==> config.mk <==
export PLATFORM = sky130hd
export DESIGN_NAME = line_stride_monitor
export DESIGN_NICKNAME = d
export VERILOG_FILES = /design/src/rtl/lsm_pkg.sv /design/src/rtl/lsm_line_qual.sv /design/src/rtl/lsm_addr_hold.sv /design/src/rtl/lsm_stride_cmp.sv /design/src/rtl/lsm_fsm.sv /design/src/rtl/line_stride_monitor.sv
export SDC_FILE = /design/constraint.sdc
export NUM_CORES = 1
export LEC_CHECK = 0
export ABC_AREA = 1
export BUFFER_PORTS_ARGS = -buffer_cell sky130_fd_sc_hd__buf_2
export CORE_UTILIZATION = 35
export CTS_BUF_LIST = sky130_fd_sc_hd__clkbuf_8
export CTS_CLUSTER_SIZE = 12
export DETAILED_ROUTE_END_ITERATION = 12
export GPL_TIMING_DRIVEN = 0
export HOLD_SLACK_MARGIN = 0.06
export SYNTH_ARGS = -nofsm -noshare
export SYNTH_HDL_FRONTEND = slang
export SYNTH_SLANG_ARGS = --single-unit
==> constraint.sdc <==
create_clock -name clk -period 2.55 [get_ports clk]
set_clock_uncertainty 0.05 [all_clocks]
set_input_delay 0.51 -clock clk [delete_from_list [all_inputs] [get_ports clk]]
set_output_delay 0.51 -clock clk [all_outputs]
set_load 0.005 [all_outputs]
==> src/rtl/lsm_pkg.sv <==
package lsm_pkg;

    typedef enum logic [2:0] {
        ST_IDLE      = 3'd0,
        ST_GOT_ADDR0 = 3'd1,
        ST_DONE_PASS = 3'd2,
        ST_DONE_FAIL = 3'd3,
        ST_DONE_MISS = 3'd4
    } lsm_state_e;

    function automatic logic is_terminal(input lsm_state_e s);
        return (s == ST_DONE_PASS) || (s == ST_DONE_FAIL) || (s == ST_DONE_MISS);
    endfunction

endpackage

==> src/rtl/lsm_line_qual.sv <==
// Qualifies accepted address handshakes against the full line number.
module lsm_line_qual #(
    parameter int CNT_W       = 32,
    parameter int FIRST_LINE  = 1,
    parameter int SECOND_LINE = 2
) (
    input  logic             aw_valid,
    input  logic             aw_ready,
    input  logic [CNT_W-1:0] line_cnt,
    output logic             hit_first,
    output logic             hit_second,
    output logic             beyond_second
);
    localparam logic [CNT_W-1:0] FIRST_V  = CNT_W'(FIRST_LINE);
    localparam logic [CNT_W-1:0] SECOND_V = CNT_W'(SECOND_LINE);

    logic accepted;

    always_comb begin
        accepted      = aw_valid && aw_ready;
        // whole-word comparisons: no single-bit shortcuts
        hit_first     = accepted && (line_cnt == FIRST_V);
        hit_second    = accepted && (line_cnt == SECOND_V);
        beyond_second = (line_cnt > SECOND_V);
    end

endmodule

==> src/rtl/lsm_addr_hold.sv <==
// Load-once address register with synchronous clear.
module lsm_addr_hold #(
    parameter int ADDR_W = 40
) (
    input  logic              clk,
    input  logic              rst,
    input  logic              load,
    input  logic [ADDR_W-1:0] d,
    output logic [ADDR_W-1:0] q
);
    always_ff @(posedge clk) begin
        if (rst) begin
            q <= '0;
        end else if (load) begin
            q <= d;
        end
    end

endmodule

==> src/rtl/lsm_stride_cmp.sv <==
// Modular difference of two addresses compared against the programmed step.
module lsm_stride_cmp #(
    parameter int ADDR_W = 40
) (
    input  logic [ADDR_W-1:0] base_addr,
    input  logic [ADDR_W-1:0] cur_addr,
    input  logic [ADDR_W-1:0] step,
    output logic              match
);
    logic [ADDR_W-1:0] delta;

    always_comb begin
        delta = cur_addr - base_addr;   // wraps modulo 2^ADDR_W
        match = (delta == step);
    end

endmodule

==> src/rtl/lsm_fsm.sv <==
// Controller: one capture at line one, one verdict at line two.
module lsm_fsm
    import lsm_pkg::*;
(
    input  logic       clk,
    input  logic       rst,
    input  logic       hit_first,
    input  logic       hit_second,
    input  logic       beyond_second,
    input  logic       step_ok,
    output lsm_state_e state,
    output logic       load_base
);
    lsm_state_e state_nx;

    always_ff @(posedge clk) begin
        if (rst) begin
            state <= ST_IDLE;
        end else begin
            state <= state_nx;
        end
    end

    always_comb begin
        state_nx  = state;
        load_base = 1'b0;
        unique case (state)
            ST_IDLE: begin
                if (hit_first) begin
                    load_base = 1'b1;
                    state_nx  = ST_GOT_ADDR0;
                end
            end
            ST_GOT_ADDR0: begin
                if (hit_second) begin
                    state_nx = step_ok ? ST_DONE_PASS : ST_DONE_FAIL;
                end else if (beyond_second) begin
                    state_nx = ST_DONE_MISS;
                end
            end
            ST_DONE_PASS,
            ST_DONE_FAIL,
            ST_DONE_MISS: begin
                state_nx = state;   // terminal until reset
            end
            default: begin
                state_nx = ST_IDLE;
            end
        endcase
    end

endmodule

==> src/rtl/line_stride_monitor.sv <==
module line_stride_monitor
    import lsm_pkg::*;
#(
    parameter int ADDR_W      = 40,
    parameter int CNT_W       = 32,
    parameter int FIRST_LINE  = 1,
    parameter int SECOND_LINE = 2
) (
    input  logic              clk,
    input  logic              rst,
    input  logic              aw_valid,
    input  logic              aw_ready,
    input  logic [ADDR_W-1:0] aw_addr,
    input  logic [CNT_W-1:0]  line_cnt,
    input  logic [ADDR_W-1:0] stride,
    output logic              done,
    output logic              pass,
    output logic              fail,
    output logic              missed
);
    logic              hit_first;
    logic              hit_second;
    logic              beyond_second;
    logic              load_base;
    logic              step_ok;
    logic [ADDR_W-1:0] base_q;
    lsm_state_e        state;

    lsm_line_qual #(
        .CNT_W       (CNT_W),
        .FIRST_LINE  (FIRST_LINE),
        .SECOND_LINE (SECOND_LINE)
    ) u_qual (
        .aw_valid      (aw_valid),
        .aw_ready      (aw_ready),
        .line_cnt      (line_cnt),
        .hit_first     (hit_first),
        .hit_second    (hit_second),
        .beyond_second (beyond_second)
    );

    lsm_addr_hold #(
        .ADDR_W (ADDR_W)
    ) u_base (
        .clk  (clk),
        .rst  (rst),
        .load (load_base),
        .d    (aw_addr),
        .q    (base_q)
    );

    lsm_stride_cmp #(
        .ADDR_W (ADDR_W)
    ) u_cmp (
        .base_addr (base_q),
        .cur_addr  (aw_addr),
        .step      (stride),
        .match     (step_ok)
    );

    lsm_fsm u_fsm (
        .clk           (clk),
        .rst           (rst),
        .hit_first     (hit_first),
        .hit_second    (hit_second),
        .beyond_second (beyond_second),
        .step_ok       (step_ok),
        .state         (state),
        .load_base     (load_base)
    );

    // Output register: verdict follows the state one edge later.
    always_ff @(posedge clk) begin
        if (rst) begin
            done   <= 1'b0;
            pass   <= 1'b0;
            fail   <= 1'b0;
            missed <= 1'b0;
        end else begin
            done   <= is_terminal(state);
            pass   <= (state == ST_DONE_PASS);
            fail   <= (state == ST_DONE_FAIL);
            missed <= (state == ST_DONE_MISS);
        end
    end

endmodule

==> summary.md <==
| Metric | Value |
|---|---|
| Vias | 6085 |
| Maximum VDD drop | 0.2158 mV |
| PD cells | 330.5 nW/um^2 |
| Yosys cell types | 30 |
| Yosys top cell area share | 20.12% |
| Vias in the first global route | 5606 |
| Starting density of the core | 36.54% |
| Most common cell in the netlist | nand2_1 |
| Crit path DAT | 2.71 ns |
| Synth Warn # | 0 |
| Largest area contributor in the netlist | nand2_1 |
| Detail Placement HPWL | 13.63 mm |
| Pre-CTS setup slack | -0.5899 ns |
| Vias/cell | 4.754 |
| Final Setup Violations | 0 |
| Status | complete, no violations |
| Core footprint | 14750 um^2 |
| Pre-Repair DR Iteration Count | 5 |
| RSZ-0062 raised after global routing | true |
| Root buffer cell | clkbuf_8 |
| FFs w/ async S/R, synth | 0% |
| Top FF cell, synth | dfxtp_1 |
| Final worst-path cycle share | 99.31% |
| WL per Instance | 12.44 um |
| Die Ht | 126.1 um |
| Initial antenna violation count | 0 |
| Share of post-route cells with drive strength above 1 | 14.78% |
| MaxCap Viol Count | 0 |
| Startpoint Class | flop |
| CTS tree | done |
| Final Util | 43.18% |
| Dominant cells by area after synthesis | nand2_1 (20%), dfxtp_1 (17%), inv_1 (12%) |
| Net Count, Synth | 1125 |
| Seq/Total Area, Yosys | 17.45% |
| Class of the most critical setup path | flop to flop |
| Sink Count | 47 |
| DR iter-0 viols | 350 |
| Fill count | 1707 |
| Max-slew headroom | 64.36% |
| Ports | 120 |
| Required @ worst endpoint | 2.73 ns |
| Max-slew violations | 0 |
| Non-Filler Instances | 1280 |
| Critical Path Sink Type | flop |
| Antenna diodes | 0 |
| Die ar. | 15910 um^2 |
| Final setup TNS | 0 ns |
| Crit path max fanout | 3 |
| Placed cell count | 1272 |
| Mean area per synthesized cell | 5.564 um^2 |
| Post-synth EDFFs | 0 |
| Final GP Congestion | 0.8539 |
| Inserted Clock Buffers | 5 |
| # DRC | 0 |
| Rows | 44 |
| Max Clk Rate | 0.3949 GHz |
| Total Routing Usage GR | 20.71% |
| Worst-Skew Late Latency | 0.33 ns |
| Reg2reg setup slack | 0.02 ns |
| LEAKAGE | 0.003322 uW |
| Clk slew on worst S/H paths | 0.10 ns |
| Commonest cells post-synth | nand2_1 (289), inv_1 (176), nor2_1 (108) |
| Worst Tran Pin Value | 0.5331 ns |
| Worst hold path class | input port to flop |
| Mapped Cells | 969 |
| Post-Syn Area | 5391 um^2 |
| Final worst-path setup slack | 0.01760 ns |
| Depth of the CTS H-tree | 2 |
| Number of port buffers | 119 |
| Post-route ant nets | 0 |
| Post-synthesis register bit count | 47 |
| Fin nets | 1251 |
| Grt ovf | 0 |
| Final min period | 2.532 ns |
| Hold_ws | 0.3120 ns |
| Die X | 126.1 um |
| Clock buffer depth | 2 |
| Routed WL | 15.93 mm |
| First-pass GRT wire length | 26.46 mm |
| Final hold violation count | 0 |
| Largest net degree at the start of global routing | 17 |
| Layout area overhead | 18.17% |
==> cell usage in the layout, fill, tap and decap left out, types with 2 or more instances in the layout <==
cell / instances
a21o_1: 2
o21ai_1: 3
xnor2_1: 17
nand2_2: 7
nor2_2: 6
nand3_1: 60
nand3b_1: 7
nor2_1: 105
dfxtp_1: 46
nand3_2: 7
a21oi_2: 3
o21bai_1: 5
nor3_2: 2
ha_1: 38
inv_2: 6
xor2_1: 21
buf_2: 119
a21oi_1: 74
nand2_1: 287
nand4_1: 13
nor4_1: 3
o21ai_0: 51
inv_1: 175
and2_1: 2
clkbuf_8: 5
clkbuf_1: 12
nor3_1: 10
==> final timing paths <==
kind                     start              to  cells past startpoint
setup reg to reg   u_base.q[0]  u_fsm.state[0]                     14
hold / removal             rst          missed                      2
setup / recovery   u_base.q[0]  u_fsm.state[0]                     14
hold reg to reg   u_base.q[12]    u_base.q[12]                      2
==> where the power goes <==
group          leakage (uW)  internal [uW]  switching, uW
clock network     0.0000548            296            307
logic               0.00289            293            461
registers          0.000379            741           7.26
==> what timing repair did <==
item                       4_1_cts  5_1_grt
buffers inserted                 0        0
hold buffers                     0        0
setup endpoints to repair        1        1
gates resized for setup         10        2
pin swaps                        3        3
==> registers in the layout, summed over array words and instances, names as in the netlist <==
signal / count
done: 1
fail: 1
missed: 1
pass: 1
u_base.q: 40
u_fsm.state: 3
==> final cells by class <==
type,instances,area [um^2],area share [%]
buffer,12,45.04,0.7070
clock buffer,5,68.82,1.080
clock inverter,3,46.29,0.7266
inverter,182,683.2,10.72
multi-input combinational,728,3760,59.01
sequential,47,942.2,14.79
tap,184,230.2,3.614
timing repair buffer,119,595.6,9.348
==> routing by layer <==
layer / wire (um) / GRT usage (%) / vias to the layer above
li1: - / - / 3296
met1: 7892 / 27.42 / 2600
met2: 6816 / 34.61 / 171
met3: 893 / 3.059 / 18
met4: 324 / 6.237 / 0
met5: 0 / 0 / -
==> through the flow <==
| step | cell area, um^2 | total power [uW] |
|---|---|---|
| global route | 6371 | 2268 |
| CTS | 6366 | 2121 |
| finish | 6371 | 2105 |
| detailed placement | 6217 | 1511 |
| floorplan | 5391 | 1269 |
| global placement | 6217 | 1510 |
==> critical path, stage by stage (launching register included) <==
cell     delay (ns)
dfxtp_2        0.35
ha_4           0.17
fa_2           0.52
xor2_1         0.13
nand2_1        0.07
nor2_1         0.12
nand3_1        0.12
nor2_2         0.12
nand4_1        0.14
nor2_1         0.13
nand3_1        0.10
nor2_2         0.16
nand4_1        0.11
nand2_1        0.09
a21oi_2        0.05
==> kinds of logic (layout without fill, tap and decap cells) <==
kind of cell	count (synthesis)	count (layout)	share of synthesized area (%)
and+or+nand+nor	510	510	39.85
buffers and inverters	194	321	13.51
AOI/OAI and AO/OA	140	140	13.60
DFF	47	47	17.45
adders and majority gates	40	40	9.422
xor gates and xnor gates	38	38	6.173
No activity file was read; power rests on OpenSTA's default activity.
